<file path="src/rtl/mlm_pkg.sv">
package mlm_pkg;
    localparam int MLM_NUM_IN   = 8;
    localparam int MLM_IDX_W    = $clog2(MLM_NUM_IN);
    localparam int MLM_NUM_DATA = 5;
    localparam int MLM_NUM_SEL  = 3;
    localparam int MLM_NUM_LEG  = MLM_NUM_DATA + MLM_NUM_SEL;
    localparam int MLM_KIND_W   = 2;
    localparam int MLM_LEG_W    = MLM_KIND_W + MLM_IDX_W;
    localparam int MLM_CFG_W    = MLM_NUM_LEG * MLM_LEG_W + 1;

    // leg positions in the configuration word
    localparam int LEG_D4 = 4;
    localparam int LEG_S0 = 5;

    typedef enum logic [MLM_KIND_W-1:0] {
        KIND_TRUE = 2'd0,
        KIND_INV  = 2'd1,
        KIND_ZERO = 2'd2,
        KIND_ONE  = 2'd3
    } leg_kind_e;

    typedef struct packed {
        leg_kind_e              kind;
        logic [MLM_IDX_W-1:0]   idx;
    } leg_cfg_t;

    typedef struct packed {
        logic                           use_reg;
        leg_cfg_t [MLM_NUM_LEG-1:0]     legs;
    } mod_cfg_t;

    function automatic mod_cfg_t cfg_reset_value();
        mod_cfg_t c;
        c.use_reg = 1'b0;
        for (int k = 0; k < MLM_NUM_LEG; k++) begin
            c.legs[k].kind = KIND_ZERO;
            c.legs[k].idx  = '0;
        end
        return c;
    endfunction
endpackage

</file>
<file path="src/rtl/mlm_cfg_chain.sv">
module mlm_cfg_chain
    import mlm_pkg::*;
(
    input  logic     clk,
    input  logic     rst,
    input  logic     cfg_en,
    input  logic     cfg_in,
    output mod_cfg_t cfg
);
    localparam int W = MLM_CFG_W;

    typedef struct packed {
        logic [W-1:0] word;
    } chain_t;

    chain_t st_d, st_q;

    always_comb begin
        st_d = st_q;
        if (cfg_en) begin
            st_d.word = {cfg_in, st_q.word[W-1:1]};
        end
    end

    always_ff @(posedge clk) begin
        if (rst) begin
            st_q.word <= cfg_reset_value();
        end else begin
            st_q <= st_d;
        end
    end

    assign cfg = mod_cfg_t'(st_q.word);

    assert_shift_top_R3: assert property (@(posedge clk) disable iff (rst)
        cfg_en |=> (st_q.word[W-1] == $past(cfg_in)));

    assert_shift_move_R3: assert property (@(posedge clk) disable iff (rst)
        cfg_en |=> (st_q.word[W-2:0] == $past(st_q.word[W-1:1])));

    assert_cfg_hold_R5: assert property (@(posedge clk) disable iff (rst)
        !cfg_en |=> $stable(st_q.word));
endmodule

</file>
<file path="src/rtl/mlm_leg_sel.sv">
module mlm_leg_sel
    import mlm_pkg::*;
(
    input  leg_cfg_t              leg,
    input  logic [MLM_NUM_IN-1:0] din,
    output logic                  val
);
    logic picked;

    always_comb begin
        picked = din[leg.idx];
        unique case (leg.kind)
            KIND_TRUE: val = picked;
            KIND_INV:  val = ~picked;
            KIND_ZERO: val = 1'b0;
            KIND_ONE:  val = 1'b1;
            default:   val = 1'b0;
        endcase
    end
endmodule

</file>
<file path="src/rtl/mlm_mux_tree.sv">
module mlm_mux_tree
    import mlm_pkg::*;
(
    input  logic [MLM_NUM_DATA-1:0] data,
    input  logic [MLM_NUM_SEL-1:0]  sel,
    output logic                    y
);
    localparam int FIRST_W = MLM_NUM_SEL - 1;
    localparam int FIRST_N = 1 << FIRST_W;

    logic [FIRST_N-1:0] first_in;
    logic               first_y;

    assign first_in = data[FIRST_N-1:0];

    always_comb begin
        first_y = first_in[sel[FIRST_W-1:0]];
        y = sel[MLM_NUM_SEL-1] ? first_y : data[MLM_NUM_DATA-1];
    end
endmodule

</file>
<file path="src/rtl/mlm_out_stage.sv">
module mlm_out_stage #(
    parameter bit SEQUENTIAL = 1'b1
) (
    input  logic clk,
    input  logic rst,
    input  logic ce,
    input  logic cfg_en,
    input  logic use_reg,
    input  logic tree_y,
    output logic y
);
    generate
        if (SEQUENTIAL) begin : g_seq
            typedef struct packed {
                logic bit_v;
            } ff_t;

            ff_t ff_d, ff_q;

            always_comb begin
                ff_d = ff_q;
                if (ce && !cfg_en) begin
                    ff_d.bit_v = tree_y;
                end
            end

            always_ff @(posedge clk) begin
                if (rst) begin
                    ff_q.bit_v <= 1'b0;
                end else begin
                    ff_q <= ff_d;
                end
            end

            always_comb begin
                if (cfg_en) y = 1'b0;
                else if (use_reg) y = ff_q.bit_v;
                else y = tree_y;
            end

            assert_ff_reset_R6: assert property (@(posedge clk)
                rst |=> (ff_q.bit_v == 1'b0));

            assert_ff_load_R7: assert property (@(posedge clk) disable iff (rst)
                (ce && !cfg_en) |=> (ff_q.bit_v == $past(tree_y)));

            assert_ff_hold_R7: assert property (@(posedge clk) disable iff (rst)
                (!ce || cfg_en) |=> $stable(ff_q.bit_v));
        end else begin : g_comb
            logic unused_ok;
            assign unused_ok = &{1'b0, clk, rst, ce, use_reg};
            assign y = cfg_en ? 1'b0 : tree_y;
        end
    endgenerate
endmodule

</file>
<file path="src/rtl/mux_logic_module.sv">
module mux_logic_module
    import mlm_pkg::*;
#(
    parameter bit SEQUENTIAL = 1'b1
) (
    input  logic                  clk,
    input  logic                  rst,
    input  logic                  cfg_en,
    input  logic                  cfg_in,
    input  logic                  ce,
    input  logic [MLM_NUM_IN-1:0] din,
    output logic                  y,
    output logic                  casc_y
);
    mod_cfg_t               cfg;
    logic [MLM_NUM_LEG-1:0] leg_val;
    logic                   tree_y;

    mlm_cfg_chain u_chain (
        .clk    (clk),
        .rst    (rst),
        .cfg_en (cfg_en),
        .cfg_in (cfg_in),
        .cfg    (cfg)
    );

    generate
        for (genvar k = 0; k < MLM_NUM_LEG; k++) begin : g_leg
            mlm_leg_sel u_leg (
                .leg (cfg.legs[k]),
                .din (din),
                .val (leg_val[k])
            );
        end
    endgenerate

    mlm_mux_tree u_tree (
        .data (leg_val[MLM_NUM_DATA-1:0]),
        .sel  (leg_val[MLM_NUM_LEG-1:MLM_NUM_DATA]),
        .y    (tree_y)
    );

    mlm_out_stage #(.SEQUENTIAL(SEQUENTIAL)) u_out (
        .clk     (clk),
        .rst     (rst),
        .ce      (ce),
        .cfg_en  (cfg_en),
        .use_reg (cfg.use_reg),
        .tree_y  (tree_y),
        .y       (y)
    );

    assign casc_y = cfg_en ? 1'b0 : tree_y;

    assert_quiet_cfg_R4: assert property (@(posedge clk) disable iff (rst)
        cfg_en |-> (!y && !casc_y));

    assert_bypass_leg_R2: assert property (@(posedge clk) disable iff (rst)
        (!cfg_en && !leg_val[MLM_NUM_LEG-1]) |-> (casc_y == leg_val[LEG_D4]));

    assert_comb_follow_R8: assert property (@(posedge clk) disable iff (rst)
        (!cfg_en && (!SEQUENTIAL || !cfg.use_reg)) |-> (y == casc_y));
endmodule

</file>
<file path="config.mk">
export PLATFORM = sky130hd
export DESIGN_NAME = mux_logic_module
export DESIGN_NICKNAME = d
export VERILOG_FILES = /design/src/rtl/mlm_pkg.sv /design/src/rtl/mlm_cfg_chain.sv /design/src/rtl/mlm_leg_sel.sv /design/src/rtl/mlm_mux_tree.sv /design/src/rtl/mlm_out_stage.sv /design/src/rtl/mux_logic_module.sv
export SDC_FILE = /design/constraint.sdc
export NUM_CORES = 1
export LEC_CHECK = 0
export CAP_MARGIN = 30
export CELL_PAD_IN_SITES_DETAIL_PLACEMENT = 1
export CELL_PAD_IN_SITES_GLOBAL_PLACEMENT = 1
export CORE_AREA = 3 3 73 75
export CTS_BUF_LIST = sky130_fd_sc_hd__clkbuf_8
export CTS_CLUSTER_SIZE = 40
export DETAILED_ROUTE_END_ITERATION = 16
export DIE_AREA = 0 0 76 78
export DONT_BUFFER_PORTS = 1
export GPL_TIMING_DRIVEN = 0
export HOLD_SLACK_MARGIN = 0.06
export PLACE_DENSITY = 0.83
export SYNTH_ARGS = -nofsm -noshare
export SYNTH_HDL_FRONTEND = slang
export SYNTH_SLANG_ARGS = --single-unit
</file>
<file path="constraint.sdc">
create_clock -name clk -period 2.3 [get_ports clk]
set_input_delay 0.345 -clock clk [delete_from_list [all_inputs] [get_ports clk]]
set_output_delay 0.345 -clock clk [all_outputs]
set_load 0.01 [all_outputs]
</file>
==> flow_summary.yaml <==
power_and_ir_drop:
  p_total_uw: 1630
  power.leakage_uw: 0.000982
  peakVddDrop_v: 0.000398
  power_density_nw_per_um2: 631
timing:
  setup_viol: 2
  skew_ps: 6.48
  final.setup.tns_ps: -665
  slew_violations: 0
  fin_hold_ws_ps: 199
  max_freq_mhz: 380
  fin_ws_ps: -334
  rsz0062_at_grt: "yes"
  final.min_clock_period_ps: 2630
  fin_crit_sh: 1.15
  slew_headroom: 0.493
  tightest_slew_ps: 760
  hold_viol: 0
detailed_routing:
  drt-pass1-iter-count: 4
  antenna_left: 0
  drt-total-wl_mm: 5.97
  drt-initial-drc-count: 82
  vias_per_cell: 5.98
  vias: 1727
  drc: 0
  wl_per_cell_um: 20.7
synthesis:
  netlist.area_leader.share: 0.377
  synth_seq_area_share: 0.377
  syn-num-nets: 224
  async_reset_ff_frac: 0
  yosysTopAreaCell: "dfxtp_1"
  synth_edf_count: 0
  synth.distinct_cells: 38
  syn_area_sq_um: 2230
  ys_seq_elements: 42
  synthFlopType: "dfxtp_1"
  synth.area.top_cells: "dfxtp_1 (38%), mux2i_1 (19%), mux4_2 (10%)"
  synth.avg_cell_area_sq_um: 10.6
  postSynthCellCount: 211
  yosysWarningCount: 0
critical_path:
  arrival_ps: 2290
  rr_endpoint: "u_out.g_seq.ff_q"
  crit_fanout: 4
  crit_required_ps: 1960
  reg2reg_from: "u_chain.cfg[25]"
  cp-start-kind: "register"
  r2r_cells: 7
  crit_path_start: "u_chain.cfg[25]"
  rrSetupSlack_ps: 170
  end_kind: "output port"
  critPathKind: "register to output port"
  endpoint: "casc_y"
clocking:
  clock_latency_ps: 300
  cts-buffers-inserted: 5
  path_clk_slew_ps: 80
  cts_buffer_depth: 2
  cts_hold_buf: 0
  tritoncts: "yes"
  cts.sinks: 42
  ctsHtreeMaxLevel: 2
  clockRootBuffer: "clkbuf_8"
place:
  place_inst: 278
  gp_congestion: 0.772
  place_area_sq_um: 2330
  post-dp-hpwl_mm: 3.91
  io_buffers: 0
cells_and_area:
  syn2layout_area_growth_pct: 16.3
  antenna_cells: 0
  final_cell_mix: "mux2i_1 (42), nor2_1 (38), dfxtp_1 (32)"
  fin_area_sq_um: 2590
  final_common_cell: "mux2i_1"
  layout.nets: 234
  final_cells: 289
  drive_gt1_frac: 0.261
floorplanning:
  dieWidth_um: 76
  dieArea_sq_um: 5930
  chipHeight_um: 78
  start_util: 0.472
  rows: 25
  core_area_sq_um: 4720
  io_pins: 15
min_path:
  hold_path.class: "primary input to register"
global_route:
  grt_pass1_wl_mm: 9.80
  grt_max_degree: 13
  grt_overflow: 0
  grt_pass1_vias: 1841
  track_usage: 0.213
  grt_antenna_before_repair: 0
job:
  max_cap_violations: 0
status:
  status: "finished, violations left"
  violations: "negative setup slack"
## worst max-delay path, cell delays in order, from the launching register on
cell	delay [ps]
dfxtp_4	370
mux2i_1	120
a31o_2	260
or4_4	540
a22oi_2	240
o32ai_4	160
buf_6	150
nor3_4	150
## through the flow
stage	setup WS [ps]	utilization
after floorplan	-19.7	-
after global placement	-184	0.494
after detailed placement	-214	0.494
after CTS	-372	0.534
after global routing	-472	0.549
final	-334	0.549
## power by group
part	internal, uW	total (uW)	leakage (uW)	switching (uW)
sequential	757	798	0.000351	41.1
combinational	131	262	0.000570	131
clock	316	574	0.0000607	258
## cell usage after synthesis, types with 3 or more instances
cell and instances:
clkbuf_1 10, a31o_2 3, mux2i_1 43, mux4_2 10
a211o_1 7, o31ai_1 3, mux2_2 3, nor3b_1 3
nor2_1 41, nor3_1 3, nor2b_1 8, nand3b_1 3
dfxtp_1 42
## final cells by class
cell class,instances,area (sq um)
fill,518,2130
multi-input combinational,155,1450
sequential,42,863
tap,67,83.8
clock buffer,5,68.8
buffer,11,41.3
clock inverter,3,37.5
timing repair buffer,4,37.5
inverter,2,7.51
## how the worst min path moves through the flow
stage	from	endpoint	slack, ps	cells after the start
final	cfg_in	u_chain.cfg[40]	200	2
after global routing	cfg_in	u_chain.cfg[40]	200	2
after CTS	cfg_in	u_chain.cfg[40]	210	2
after detailed placement	u_out.g_seq.ff_q	u_out.g_seq.ff_q	490	2
after global placement	u_out.g_seq.ff_q	u_out.g_seq.ff_q	490	2
after floorplan	u_out.g_seq.ff_q	u_out.g_seq.ff_q	470	2
## registers in the layout, indices dropped and copies added (netlist names)
signal            cells
u_chain.cfg          41
u_out.g_seq.ff_q      1
## cell families after synthesis
logic type,after synthesis,share of synthesized area
compound gates,27,0.115
flops,42,0.377
mux,57,0.321
simple gates,69,0.154
xor+xnor,2,0.00786
buf+inv,14,0.0253
## layer usage
layer / share of wire / vias to the layer above / global-route usage
met5: 0 / - / 0
met4: 0.028 / 0 / 0.0725
met3: 0.036 / 12 / 0.0452
met2: 0.51 / 31 / 0.364
met1: 0.42 / 883 / 0.267
li1: - / 801 / -
## timing repair
action,CTS,global route
resized for setup,19,17
setup buffers,4,0
setup endpoints to repair,2,3
pin swaps,9,7
gates cloned,0,0
Note: power is estimated with default switching activity, not from simulation.
